### src/rtl/dfi_rd_pkg.sv
package dfi_rd_pkg;

  // Control nibble order inside a command word: {we_n, cas_n, ras_n, cs_n}
  localparam logic [3:0] CTL_IDLE = 4'b1111;

  function automatic int slot_of(input int k, input int nph);
    return k / nph;
  endfunction

  function automatic int lane_of(input int k, input int nph);
    return k % nph;
  endfunction

  function automatic int wide_idx(input int slot, input int lane, input int nph);
    return slot * nph + lane;
  endfunction

  function automatic int slot_bits(input int ratio);
    return $clog2(ratio + 1);
  endfunction

endpackage

### src/rtl/dfi_rd_slot_ctr.sv
module dfi_rd_slot_ctr #(
  parameter int RATIO = 4,
  parameter int CW    = 3
) (
  input  logic          clk,
  input  logic          rst,
  input  logic          tick,
  output logic [CW-1:0] slot,
  output logic          active
);
  localparam logic [CW-1:0] SLOT_OFF = CW'(RATIO);

  always_ff @(posedge clk) begin
    if (rst)                   slot <= SLOT_OFF;
    else if (tick)             slot <= '0;
    else if (slot != SLOT_OFF) slot <= slot + 1'b1;
  end

  assign active = (slot != SLOT_OFF);
endmodule

### src/rtl/dfi_rd_cmd_ser.sv
module dfi_rd_cmd_ser
  import dfi_rd_pkg::*;
#(
  parameter int N_PH  = 2,
  parameter int RATIO = 4,
  parameter int CMDW  = 24,
  parameter int CW    = 3,
  parameter logic [CMDW-1:0] IDLE = '0
) (
  input  logic                   clk,
  input  logic                   rst,
  input  logic                   tick,
  input  logic [N_PH*RATIO*CMDW-1:0] wide_cmd,
  input  logic [CW-1:0]          slot,
  input  logic                   active,
  output logic [N_PH*CMDW-1:0]   nar_cmd
);
  localparam int NW = N_PH * RATIO;

  logic [NW*CMDW-1:0] cap;

  always_ff @(posedge clk) begin
    if (rst)       cap <= {NW{IDLE}};
    else if (tick) cap <= wide_cmd;
  end

  logic [CW-1:0] sel;
  assign sel = active ? slot : '0;

  for (genvar j = 0; j < N_PH; j++) begin : g_lane
    always_comb begin
      nar_cmd[j*CMDW +: CMDW] = IDLE;
      if (active)
        nar_cmd[j*CMDW +: CMDW] = cap[wide_idx(int'(sel), j, N_PH)*CMDW +: CMDW];
    end
  end
endmodule

### src/rtl/dfi_rd_wr_pack.sv
module dfi_rd_wr_pack #(
  parameter int TOTW   = 64,
  parameter int WR_DLY = 0,
  parameter int CW     = 3
) (
  input  logic            clk,
  input  logic            rst,
  input  logic            tick,
  input  logic [TOTW-1:0] wide_in,
  input  logic [CW-1:0]   slot,
  input  logic            active,
  output logic            launch,
  output logic [TOTW-1:0] nar_out
);
  // Wide phase k sits at slice k; narrow phase j spans slices j*RATIO upward,
  // so low-phase-first packing keeps the flat bit order.
  logic [TOTW-1:0] cap;

  always_ff @(posedge clk) begin
    if (rst)       cap <= '0;
    else if (tick) cap <= wide_in;
  end

  assign launch  = active && (slot == CW'(WR_DLY));
  assign nar_out = launch ? cap : '0;
endmodule

### src/rtl/dfi_rd_rd_unpack.sv
module dfi_rd_rd_unpack #(
  parameter int N_PH   = 2,
  parameter int RATIO  = 4,
  parameter int NDW    = 32,
  parameter int RD_DLY = 0,
  parameter int CW     = 3
) (
  input  logic                    clk,
  input  logic                    rst,
  input  logic                    tick,
  input  logic [CW-1:0]           slot,
  input  logic                    active,
  input  logic [N_PH*NDW-1:0]     nar_data,
  input  logic [N_PH-1:0]         nar_valid,
  output logic                    grab,
  output logic [N_PH*NDW-1:0]     wide_data,
  output logic [N_PH*RATIO-1:0]   wide_valid
);
  logic [N_PH*NDW-1:0] stage_d, next_d, hold_d;
  logic [N_PH-1:0]     stage_v, next_v, hold_v;

  assign grab   = active && (slot == CW'(RD_DLY));
  assign next_d = grab ? nar_data  : stage_d;
  assign next_v = grab ? nar_valid : stage_v;

  always_ff @(posedge clk) begin
    if (rst) begin
      stage_d <= '0;
      stage_v <= '0;
      hold_d  <= '0;
      hold_v  <= '0;
    end else begin
      if (grab) begin
        stage_d <= nar_data;
        stage_v <= nar_valid;
      end
      if (tick) begin
        hold_d <= next_d;
        hold_v <= next_v;
      end
    end
  end

  assign wide_data = hold_d;
  for (genvar p = 0; p < N_PH*RATIO; p++) begin : g_valid
    assign wide_valid[p] = hold_v[p / RATIO];
  end
endmodule

### src/rtl/dfi_rate_down.sv
module dfi_rate_down
  import dfi_rd_pkg::*;
#(
  parameter int N_PH   = 2,
  parameter int RATIO  = 4,
  parameter int ABITS  = 16,
  parameter int BBITS  = 3,
  parameter int NDW    = 32,
  parameter int WR_DLY = 0,
  parameter int RD_DLY = 0,
  localparam int NW    = N_PH * RATIO,
  localparam int WDW   = NDW / RATIO,
  localparam int NMW   = NDW / 8,
  localparam int WMW   = NMW / RATIO
) (
  input  logic                  clk,
  input  logic                  rst,
  input  logic                  slow_tick,
  input  logic                  in_reset_n,
  input  logic [NW-1:0]         w_cs_n,
  input  logic [NW-1:0]         w_ras_n,
  input  logic [NW-1:0]         w_cas_n,
  input  logic [NW-1:0]         w_we_n,
  input  logic [NW*BBITS-1:0]   w_bank,
  input  logic [NW*ABITS-1:0]   w_addr,
  input  logic [NW-1:0]         w_wren,
  input  logic [NW*WDW-1:0]     w_wrdata,
  input  logic [NW*WMW-1:0]     w_wrmask,
  output logic [NW*WDW-1:0]     w_rddata,
  output logic [NW-1:0]         w_rdvalid,
  output logic                  out_reset_n,
  output logic [N_PH-1:0]       n_cs_n,
  output logic [N_PH-1:0]       n_ras_n,
  output logic [N_PH-1:0]       n_cas_n,
  output logic [N_PH-1:0]       n_we_n,
  output logic [N_PH*BBITS-1:0] n_bank,
  output logic [N_PH*ABITS-1:0] n_addr,
  output logic [N_PH-1:0]       n_wren,
  output logic [N_PH*NDW-1:0]   n_wrdata,
  output logic [N_PH*NMW-1:0]   n_wrmask,
  input  logic [N_PH*NDW-1:0]   n_rddata,
  input  logic [N_PH-1:0]       n_rdvalid
);
  localparam int CW   = slot_bits(RATIO);
  localparam int CMDW = 4 + BBITS + ABITS + 1;
  localparam logic [CMDW-1:0] CMD_IDLE = {{(CMDW-4){1'b0}}, CTL_IDLE};

  // Named internal events used by the checker
  logic [CW-1:0] slot;
  logic          active;
  logic          wr_launch;
  logic          mask_launch;
  logic          rd_grab;

  dfi_rd_slot_ctr #(.RATIO(RATIO), .CW(CW)) u_ctr (
    .clk(clk), .rst(rst), .tick(slow_tick), .slot(slot), .active(active)
  );

  logic [NW*CMDW-1:0]   wcmd;
  logic [N_PH*CMDW-1:0] ncmd;

  for (genvar k = 0; k < NW; k++) begin : g_wcmd
    assign wcmd[k*CMDW +: CMDW] = {w_wren[k], w_addr[k*ABITS +: ABITS],
                                   w_bank[k*BBITS +: BBITS], w_we_n[k],
                                   w_cas_n[k], w_ras_n[k], w_cs_n[k]};
  end

  dfi_rd_cmd_ser #(
    .N_PH(N_PH), .RATIO(RATIO), .CMDW(CMDW), .CW(CW), .IDLE(CMD_IDLE)
  ) u_cmd (
    .clk(clk), .rst(rst), .tick(slow_tick), .wide_cmd(wcmd),
    .slot(slot), .active(active), .nar_cmd(ncmd)
  );

  for (genvar j = 0; j < N_PH; j++) begin : g_ncmd
    assign {n_wren[j], n_addr[j*ABITS +: ABITS], n_bank[j*BBITS +: BBITS],
            n_we_n[j], n_cas_n[j], n_ras_n[j], n_cs_n[j]} = ncmd[j*CMDW +: CMDW];
  end

  dfi_rd_wr_pack #(.TOTW(NW*WDW), .WR_DLY(WR_DLY), .CW(CW)) u_wdata (
    .clk(clk), .rst(rst), .tick(slow_tick), .wide_in(w_wrdata),
    .slot(slot), .active(active), .launch(wr_launch), .nar_out(n_wrdata)
  );

  dfi_rd_wr_pack #(.TOTW(NW*WMW), .WR_DLY(WR_DLY), .CW(CW)) u_wmask (
    .clk(clk), .rst(rst), .tick(slow_tick), .wide_in(w_wrmask),
    .slot(slot), .active(active), .launch(mask_launch), .nar_out(n_wrmask)
  );

  dfi_rd_rd_unpack #(
    .N_PH(N_PH), .RATIO(RATIO), .NDW(NDW), .RD_DLY(RD_DLY), .CW(CW)
  ) u_rd (
    .clk(clk), .rst(rst), .tick(slow_tick), .slot(slot), .active(active),
    .nar_data(n_rddata), .nar_valid(n_rdvalid), .grab(rd_grab),
    .wide_data(w_rddata), .wide_valid(w_rdvalid)
  );

  always_ff @(posedge clk) begin
    if (rst)            out_reset_n <= 1'b0;
    else if (slow_tick) out_reset_n <= in_reset_n;
  end
endmodule

### config.mk
export PLATFORM = sky130hd
export DESIGN_NAME = dfi_rate_down
export DESIGN_NICKNAME = d
export VERILOG_FILES = /design/src/rtl/dfi_rd_pkg.sv /design/src/rtl/dfi_rd_slot_ctr.sv /design/src/rtl/dfi_rd_cmd_ser.sv /design/src/rtl/dfi_rd_wr_pack.sv /design/src/rtl/dfi_rd_rd_unpack.sv /design/src/rtl/dfi_rate_down.sv
export SDC_FILE = /design/constraint.sdc
export NUM_CORES = 1
export LEC_CHECK = 0
export BUFFER_PORTS_ARGS = -buffer_cell sky130_fd_sc_hd__buf_4
export CAP_MARGIN = 20
export CORE_MARGIN = 5
export CORE_UTILIZATION = 44
export DETAILED_ROUTE_END_ITERATION = 8
export PLACE_DENSITY = 0.67
export SLEW_MARGIN = 20
export SYNTH_ARGS = -nofsm -noshare
export SYNTH_HDL_FRONTEND = slang
export SYNTH_SLANG_ARGS = --single-unit
### constraint.sdc
create_clock -name clk -period 5.9 [get_ports clk]
set_clock_uncertainty 0.15 [all_clocks]
set_input_delay 0.295 -clock clk [delete_from_list [all_inputs] [get_ports clk]]
set_output_delay 0.295 -clock clk [all_outputs]
set_load 0.02 [all_outputs]
==> results of run 1 <==
-- synth_stat cells (2+ instances only) --
| master | instances |
|---|---|
| mux4_2 | 50 |
| a22o_1 | 5 |
| nand2b_1 | 4 |
| a22oi_1 | 11 |
| dfxtp_1 | 400 |
| mux2_2 | 4 |
| buf_4 | 13 |
| o22ai_1 | 13 |
| a311oi_1 | 7 |
| ha_1 | 7 |
| nor2_1 | 244 |
| nand2_1 | 194 |
| a221o_1 | 6 |
| o22a_1 | 67 |
| nor2b_1 | 50 |
| a211oi_1 | 24 |
| and2_1 | 78 |
| a21oi_1 | 92 |
| o211ai_1 | 5 |
| clkbuf_1 | 77 |
| o211a_1 | 2 |
| buf_1 | 37 |
| buf_2 | 30 |
| nor3_1 | 6 |
| inv_1 | 10 |
| nand3_1 | 6 |
| mux2i_1 | 254 |
| a221oi_1 | 5 |
| a21boi_2 | 2 |
| a31oi_1 | 7 |
| o2bb2ai_1 | 3 |
| a21o_1 | 4 |
| o21ai_0 | 15 |
| a211o_1 | 34 |
| and3_1 | 4 |
-- layer usage --
| layer | global-route usage, % | wire length [microns] | up-vias |
|---|---|---|---|
| met1 | 39.4 | 28200 | 8279 |
| li1 | - | - | 7813 |
| met3 | 7.48 | 6060 | 189 |
| met4 | 13.8 | 3450 | 4 |
| met5 | 0 | 21 | - |
| met2 | 51.2 | 33900 | 854 |
-- cell usage in the layout, fill, tap and decap left out, drive strengths merged, types with 4 or more instances in the layout --
| master | n |
|---|---|
| a211o | 34 |
| a211oi | 24 |
| a21o | 4 |
| a21oi | 92 |
| a221o | 6 |
| a221oi | 5 |
| a22o | 5 |
| a22oi | 11 |
| a311oi | 7 |
| a31oi | 7 |
| and2 | 79 |
| and3 | 4 |
| buf | 546 |
| bufinv | 4 |
| clkbuf | 66 |
| clkinv | 9 |
| dfxtp | 400 |
| diode | 10 |
| dlygate4sd3 | 340 |
| ha | 7 |
| inv | 13 |
| mux2 | 4 |
| mux2i | 254 |
| mux4 | 50 |
| nand2 | 194 |
| nand2b | 4 |
| nand3 | 6 |
| nor2 | 244 |
| nor2b | 50 |
| nor3 | 6 |
| o211ai | 5 |
| o21ai | 15 |
| o22a | 67 |
| o22ai | 13 |
-- report_power, final --
group          internal [mW]  switching [mW]  total [mW]
combinational          0.681           0.658        1.34
sequential              2.88           0.152        3.03
clock                   1.75            1.16        2.91
-- flip-flops by register name, summed over array words and instances, names as in the netlist --
signal / count
u_rd.stage_v: 2
out_reset_n: 1
u_cmd.cap: 192
u_ctr.slot: 3
u_wdata.cap: 64
u_rd.stage_d: 64
u_wmask.cap: 8
u_rd.wide_data: 64
u_rd.hold_v: 2
-- kinds of logic after synthesis --
family,synth area share (%)
DFF,46.1
and+or+nand+nor,14.8
adders and majority gates,0.619
AOI/OAI and AO/OA,12.9
muxes,21.4
xor gates and xnor gates,0.101
buffers and inverters,4.15
-- layout make-up --
class / instances / area share (%)
multi-input cells: 1218 / 32.7
flip-flops and latches: 400 / 30.2
repair buffers: 886 / 28.5
clock buffers: 66 / 5.04
well taps: 518 / 2.45
clock inverters: 17 / 0.803
inverters: 11 / 0.156
diodes: 10 / 0.0945
-- worst max-delay path, cell delays in order (launching register included) --
cell,delay (ns)
dfxtp_2,0.31
inv_1,0.04
buf_4,0.29
ha_1,0.46
nor2b_1,0.17
ha_1,0.33
inv_1,0.06
fa_1,0.92
buf_4,0.43
nand2_1,0.13
nor2_1,0.53
a22oi_1,0.19
o21ai_0,0.19
buf_4,0.22
-- path summary, 6_finish.rpt --
kind | startpoint | end | depth (start not counted)
worst max-delay path | u_ctr.slot[1] | n_addr[31] | 13
worst max register to register | u_ctr.slot[2] | u_rd.wide_data[35] | 6
worst min register to register | u_rd.stage_d[44] | u_rd.stage_d[44] | 2
worst min-delay path | rst | u_cmd.cap[152] | 2
-- timing repair --
item                                    4_1_cts  5_1_grt
endpoints found under the setup margin        0        0
hold endpoints to repair                    396        0
hold buffers                                340        0
==> results.py, run 1 <==
metrics = {
    "clock_network": {
        "ctsResizeCount": 0,
        "cts_setup_buffers": 0,
        "clk_path_buf_depth": 3,
        "clock_latency_ns": 0.56,
        "clock-sinks": 400,
        "clk_pin_slew_ns": 0.06,
        "root_buffer": "clkbuf_16",
        "cts_inserted_buffers": 45,
        "h-tree-depth": 2,
        "cts_tree": "done",
    },
    "cells_and_area": {
        "num-fill-cells": 2883,
        "drive_above_1_share_pct": 26.3,
        "synthToLayoutAreaGrowth_pct": 52.5,
        "layout.nets": 2904,
        "utilization_pct": 68.2,
        "stdcell_area_sq_um": 26500,
        "fin_cells": 3126,
        "seq_area_sq_um": 8010,
        "multi_input_area_sq_um": 8670,
    },
    "yosys": {
        "synth_top_area_share_pct": 46.1,
        "ys_types": 52,
        "synth_area_per_cell_sq_um": 9.72,
        "synthArstFlopShare_pct": 0,
        "syn-cell-area_sq_um": 17400,
        "synth-edff-count": 0,
        "synth.net_count": 2129,
        "synth_top_area_cell": "dfxtp_1",
        "synth.ff_latch_count": 400,
        "syn_inst": 1787,
        "synthTopCellsByArea": "dfxtp_1, mux2i_1, mux4_2",
        "ys_warn_count": 0,
        "synth-main-ff-cell": "dfxtp_1",
        "seq_area_frac_synth_pct": 46.1,
    },
    "timing": {
        "hold_slack_ns": 0.0281,
        "tns_ns": 0,
        "rsz0062_at_grt": "false",
        "tightest_slew_ns": 1.02,
        "setup_slack_ns": 0.608,
        "min_period_over_period_pct": 89.7,
        "fmax_mhz": 189,
        "report.final.slew_viol_count": 0,
        "hold_violations": 0,
        "fin_crit_ns": 5.29,
        "relSlewSlack_pct": 31.9,
        "setup_viol": 0,
    },
    "placed_design": {
        "dp_slack_ns": 1.28,
        "placed_area_sq_um": 21500,
        "io_buffers": 526,
        "place.gp.congestion": 0.949,
        "dp_cells": 2693,
        "hpwlAfterDp_mm": 48.2,
    },
    "floorplanning": {
        "core_area_sq_um": 38800,
        "core.rowCount": 72,
        "fp.dieH_microns": 209,
        "io_pins": 527,
        "die_w_microns": 209,
        "dieArea_sq_um": 43600,
        "initial_core_util_pct": 44.8,
    },
    "flow_run": {
        "maxCapViolations": 0,
    },
    "power_and_ir_drop": {
        "p_per_area_nw_per_um2": 275,
        "leakagePower_nw": 12.0,
        "power_mw": 7.29,
        "peakVddDrop_mv": 0.369,
    },
    "drt": {
        "drt-initial-drc-count": 1459,
        "route.detailed.drc": 0,
        "dr.pass1.iters": 6,
        "vias": 17139,
        "ant_nets": 0,
        "drt_wl_total_mm": 71.7,
        "routed_via_density": 5.48,
        "wl_per_cell_microns": 22.9,
    },
    "global_route": {
        "grt_pass1_wl_mm": 107,
        "overflow": 0,
        "grt_max_degree": 114,
        "antenna_found_initial": 11,
        "grt_pass1_vias": 17477,
        "grt_usage_pct": 31.2,
    },
    "worst_setup_path": {
        "crit_fanout": 28,
        "end_kind": "output port",
        "cp.required_ns": 5.45,
        "cp-start-kind": "register",
        "crit_arrival_ns": 4.85,
        "critical_path_class": "register to output port",
        "r2r_slack_ns": 3.20,
    },
    "outcome": {
        "status": "finished clean",
    },
    "hold_path": {
        "hp-class": "primary input to register",
    },
}
No activity file was read; power rests on OpenSTA's default activity.
==> inputs of run 2 (changes only) <==
- CORE_AREA: not set -> 2 2 207 209
- CORE_MARGIN: 5 -> not set
- CORE_UTILIZATION: 44 -> not set
- DIE_AREA: not set -> 0 0 209 211
- PLACE_DENSITY: 0.67 -> 0.61
- SYNTH_HIERARCHICAL: not set -> 1
==> run 2 against run 1 <==
- non-clock buffer count shrank 18
- largest cell class is now sequential cells
- via count shrank 16%
- first-iteration DRC count shrank 42%
- critical endpoint is now n_bank[3]
- combinational power shrank 22%
==> results.py, run 2 <==
metrics = {
    "global_route": {
        "antenna_found_initial": 12,
        "grt_max_degree": 205,
        "grt_usage_pct": 23.9,
        "grt_pass1_wl_mm": 82.9,
        "grt_pass1_vias": 14711,
        "overflow": 0,
    },
    "yosys": {
        "syn-cell-area_sq_um": 16300,
        "synth.net_count": 1915,
        "synth_top_area_share_pct": 49.3,
        "syn_inst": 1579,
        "synth_most_common_cell": "dfxtp_1",
        "synth-main-ff-cell": "dfxtp_1",
        "seq_area_frac_synth_pct": 49.3,
        "synth-edff-count": 0,
        "ys_warn_count": 6,
        "synthArstFlopShare_pct": 0,
        "synthTopCellsByArea": "dfxtp_1, mux2i_1, nor2_1",
        "synth.ff_latch_count": 400,
        "synth_common_cells": "dfxtp_1, mux2i_1, nor2_1, and2_1",
        "synth_top_area_cell": "dfxtp_1",
        "synth_area_per_cell_sq_um": 10.3,
        "ys_types": 29,
    },
    "placed_design": {
        "dp_slack_ns": 2.32,
        "place.gp.congestion": 0.824,
        "io_buffers": 526,
        "hpwlAfterDp_mm": 35.8,
    },
    "worst_setup_path": {
        "end_kind": "output port",
        "cp.required_ns": 5.45,
        "crit_arrival_ns": 3.70,
        "cp-start-kind": "register",
        "crit_fanout": 40,
        "critical_path_class": "register to output port",
    },
    "outcome": {
        "status": "finished clean",
    },
    "drt": {
        "wl_per_cell_microns": 18.6,
        "routed_via_density": 4.88,
        "ant_nets": 0,
        "drt_wl_total_mm": 54.6,
        "drt-initial-drc-count": 853,
        "vias": 14351,
        "dr.pass1.iters": 5,
        "route.detailed.drc": 0,
    },
    "timing": {
        "min_period_over_period_pct": 70.3,
        "tns_ns": 0,
        "hold_violations": 0,
        "report.final.slew_viol_count": 0,
        "rsz0062_at_grt": "false",
        "relSlewSlack_pct": 22.8,
        "fin_crit_ns": 4.15,
        "fmax_mhz": 241,
        "setup_slack_ns": 1.75,
        "setup_viol": 0,
        "tightest_slew_ns": 1.16,
    },
    "cells_and_area": {
        "final_cell_mix": "buf_4, dfxtp_1, mux2i_1",
        "regMostFlops": "u_cmd/cap",
        "layout.nets": 2690,
        "seq_area_sq_um": 8010,
        "multi_input_area_sq_um": 7410,
        "utilization_pct": 59.9,
        "largest_register_ffs": 192,
        "num-fill-cells": 3441,
        "drive_above_1_share_pct": 26.3,
        "layout_commonest_cell": "buf_4",
        "synthToLayoutAreaGrowth_pct": 53.9,
    },
    "clock_network": {
        "clk_pin_slew_ns": 0.06,
        "clock_latency_ns": 0.56,
        "cts_setup_buffers": 0,
        "clock-sinks": 400,
        "root_buffer": "clkbuf_16",
        "cts_tree": "done",
        "h-tree-depth": 2,
        "cts_inserted_buffers": 44,
        "clk_path_buf_depth": 3,
    },
    "hold_path": {
        "hp-class": "primary input to register",
    },
    "floorplanning": {
        "dieArea_sq_um": 44100,
        "core.rowCount": 75,
        "fp.dieH_microns": 211,
        "die_w_microns": 209,
        "io_pins": 527,
        "initial_core_util_pct": 38.9,
        "core_area_sq_um": 41800,
    },
    "flow_run": {
        "maxCapViolations": 0,
    },
    "power_and_ir_drop": {
        "power_mw": 6.74,
        "p_per_area_nw_per_um2": 270,
        "leakagePower_nw": 11.4,
        "peakVddDrop_mv": 0.259,
    },
}
[run 2: where the power goes]
| part | internal [mW] | leakage, nW | switching (mW) | total (mW) |
|---|---|---|---|---|
| logic | 0.560 | 7.36 | 0.479 | 1.04 |
| registers | 2.86 | 3.30 | 0.0858 | 2.95 |
| clock network | 1.64 | 0.730 | 1.12 | 2.75 |
| total | 5.06 | 11.4 | 1.68 | 6.74 |
[run 2: worst max-delay path, cell delays in order, from the launching register on]
cell and delay (ns):
dfxtp_1 0.85, nand2_1 0.55, nand2_4 0.87, mux2i_1 0.23
a221oi_1 0.38, buf_4 0.23
[run 2: timing repair]
item                      in CTS  in global routing
hold buffers                 331                  0
hold endpoints to repair     396                  0
resized for setup              0                  0
[run 2: per-layer routing]
metal,vias up,global-route usage [%],wire length (microns)
li1,7017,-,-
met1,6697,27.4,22000
met2,519,41.7,26600
met3,114,6.99,4050
met4,4,9.90,1920
met5,-,0,27
[run 2: cells by family (layout without fill, tap and decap cells)]
| family | count (synthesis) | count (layout) | share of synthesized area (%) |
|---|---|---|---|
| buffers and inverters | 142 | 951 | 5.21 |
| multiplexers | 395 | 395 | 24.4 |
| adder cells (fa/ha/maj) | 2 | 2 | 0.154 |
| AND/OR/NAND/NOR | 489 | 489 | 13.3 |
| flip-flops | 400 | 400 | 49.3 |
| AO/OA/AOI/OAI | 151 | 151 | 7.64 |
| other | 0 | 12 | 0 |
[run 2: path summary, 6_finish.rpt]
kind	startpoint	to	slack (ns)	depth (start not counted)
min	rst	u_wmask/cap[0]	0.04	2
min reg2reg	u_rd/wide_data[60]	u_rd/wide_data[60]	0.33	2
max reg2reg	u_ctr/slot[0]	u_rd/wide_data[17]	2.50	7
max	u_ctr/slot[2]	n_bank[3]	1.75	5
[run 2: area by class of cell]
cell class / count / area share, %
flip-flops and latches: 400 / 32.0
multi-input cells: 1037 / 29.6
repair buffers: 868 / 29.6
clock buffers: 64 / 5.27
well taps: 539 / 2.70
clock inverters: 16 / 0.560
diodes: 12 / 0.120
inverters: 3 / 0.0450
[run 2: through the flow]
stage / hold slack (ns) / cells / cell area (sq um)
finish: 0.0431 / 2939 / 25000
global route: 0.0905 / 2935 / 25000
CTS: 0.0698 / 2926 / 25000
detailed placement: 0.323 / 2515 / 20200
global placement: 0.314 / 2515 / 20200
floorplan: 0.217 / 1579 / 16300
==> inputs of run 3 (changes only) <==
- clock period: 5.9 -> 4.35 ns (I/O delays scaled with it)
==> run 3 against run 2 <==
- via count up 0.29%
- sequential share of layout area down 0.13 points
- clock power up 37%
- critical path depth unchanged
- power up 36%
- non-clock buffer count up 10
- global-route usage down 0.29 points
- cell count up 0.27%
- combinational power up 36%
- final area up 0.41%
- routed wire length down 1.2%
- die area unchanged
- largest cell class unchanged
- largest power group unchanged
==> results.py, run 3 (synthesis gave the netlist of run 2 again) <==
metrics = {
    "outcome": {
        "status": "finished clean",
    },
    "cells_and_area": {
        "fin_cells": 2947,
        "layout_commonest_cell": "buf_4",
        "stdcell_area_sq_um": 25100,
        "utilization_pct": 60.1,
        "synthToLayoutAreaGrowth_pct": 54.5,
        "drive_above_1_share_pct": 26.6,
        "largest_register_ffs": 192,
        "regMostFlops": "u_cmd/cap",
        "layout.nets": 2699,
        "final_cell_mix": "buf_4, dfxtp_1, mux2i_1",
    },
    "global_route": {
        "antenna_found_initial": 10,
        "grt_max_degree": 208,
        "grt_use_met3_pct": 6.81,
        "grt_usage_pct": 23.6,
        "grtUsageMet2_pct": 41.3,
        "grt_use_met1_pct": 27.7,
        "grt_pass1_wl_mm": 82.7,
        "grt_pass1_vias": 14728,
        "grt_busiest_layer": "met2",
        "overflow": 0,
    },
    "floorplanning": {
        "dieArea_sq_um": 44100,
        "fp.dieH_microns": 211,
        "initial_core_util_pct": 38.9,
        "core_area_sq_um": 41800,
        "core.rowCount": 75,
        "die_w_microns": 209,
        "io_pins": 527,
    },
    "placed_design": {
        "dp_slack_ns": 1.41,
        "io_buffers": 526,
        "place.gp.congestion": 0.793,
        "hpwlAfterDp_mm": 35.7,
        "placed_area_sq_um": 20300,
        "dp_cells": 2526,
    },
    "power_and_ir_drop": {
        "p_per_area_nw_per_um2": 365,
        "power_mw": 9.18,
        "peakVddDrop_mv": 0.353,
        "leakagePower_nw": 11.4,
    },
    "worst_setup_path": {
        "critical_path_class": "register to output port",
        "cp.required_ns": 3.98,
        "crit_fanout": 55,
        "rr_startpoint": "u_ctr/slot[1]",
        "slowest_delay_ns": 0.58,
        "slowest_stage": "buf_4",
        "crit_arrival_ns": 3.18,
        "cp-start-kind": "register",
        "crit_start": "u_ctr/slot[1]",
        "path_cells": "buf_4 -> nand2_2 -> buf_4 -> a221oi_1 -> buf_4",
        "end_kind": "output port",
        "worst_path_most_repeated_cell": "buf_4",
    },
    "clock_network": {
        "clock_latency_ns": 0.56,
        "cts_inserted_buffers": 43,
        "h-tree-depth": 2,
        "root_buffer": "clkbuf_16",
        "clk_path_buf_depth": 3,
        "cts_tree": "done",
        "clk_pin_slew_ns": 0.06,
        "cts_setup_buffers": 0,
        "clock-sinks": 400,
    },
    "drt": {
        "dr.pass1.iters": 5,
        "routed_via_density": 4.88,
        "ant_nets": 0,
        "wl_per_cell_microns": 18.3,
        "vias": 14393,
        "drt_wl_total_mm": 54.0,
        "drt-initial-drc-count": 940,
        "route.detailed.drc": 0,
    },
    "timing": {
        "setup_slack_ns": 0.798,
        "tns_ns": 0,
        "hold_violations": 0,
        "rsz0062_at_grt": "false",
        "hold_slack_ns": 0.0595,
        "relSlewSlack_pct": 35.3,
        "min_period_over_period_pct": 81.7,
        "report.final.slew_viol_count": 0,
        "setup_viol": 0,
        "fin_crit_ns": 3.55,
        "tightest_slew_ns": 0.971,
        "fmax_mhz": 282,
    },
    "hold_path": {
        "hp-start": "slow_tick",
        "hp-class": "primary input to register",
    },
    "flow_run": {
        "maxCapViolations": 0,
    },
}
## run 3: worst max-delay path: cells and delay by family (launching register included)
kind / cells / cell delay [ns]
compound gates: 1 / 0.52
flops: 1 / 0.32
simple gates: 1 / 0.53
buf+inv: 3 / 1.22
## run 3: repair_timing
| action | 4_1_cts | 5_1_grt |
|---|---|---|
| endpoints found under the hold margin | 397 | 0 |
| hold buffers | 331 | 0 |
| resized for setup | 0 | 0 |
## run 3: routing by layer
layer | routed length, microns | up-vias
met5 | 27 | -
met3 | 3970 | 101
met1 | 22000 | 6777
li1 | - | 7027
met4 | 1390 | 4
met2 | 26600 | 484
## run 3: layout make-up
type,count,area [sq um]
Clock buffer,64,1290
Multi-Input combinational cell,1037,7410
Timing Repair Buffer,878,7510
Antenna cell,10,25.0
Clock inverter,16,179
Tap cell,539,674
Inverter,3,11.3
Sequential cell,400,8010
Fill cell,3457,16600
## run 3: worst paths after layout
kind	end	slack (ns)	depth (start not counted)
setup / recovery	n_addr[4]	0.80	5
hold / removal	u_cmd/cap[186]	0.06	3
setup reg to reg	u_rd/wide_data[19]	1.83	5
hold reg to reg	u_wdata/cap[22]	0.33	2
## run 3: power by group
part	internal (mW)	total, mW	switching [mW]
clock	2.24	3.77	1.53
combinational	0.765	1.41	0.649
sequential	3.88	3.99	0.112
total	6.88	9.18	2.29
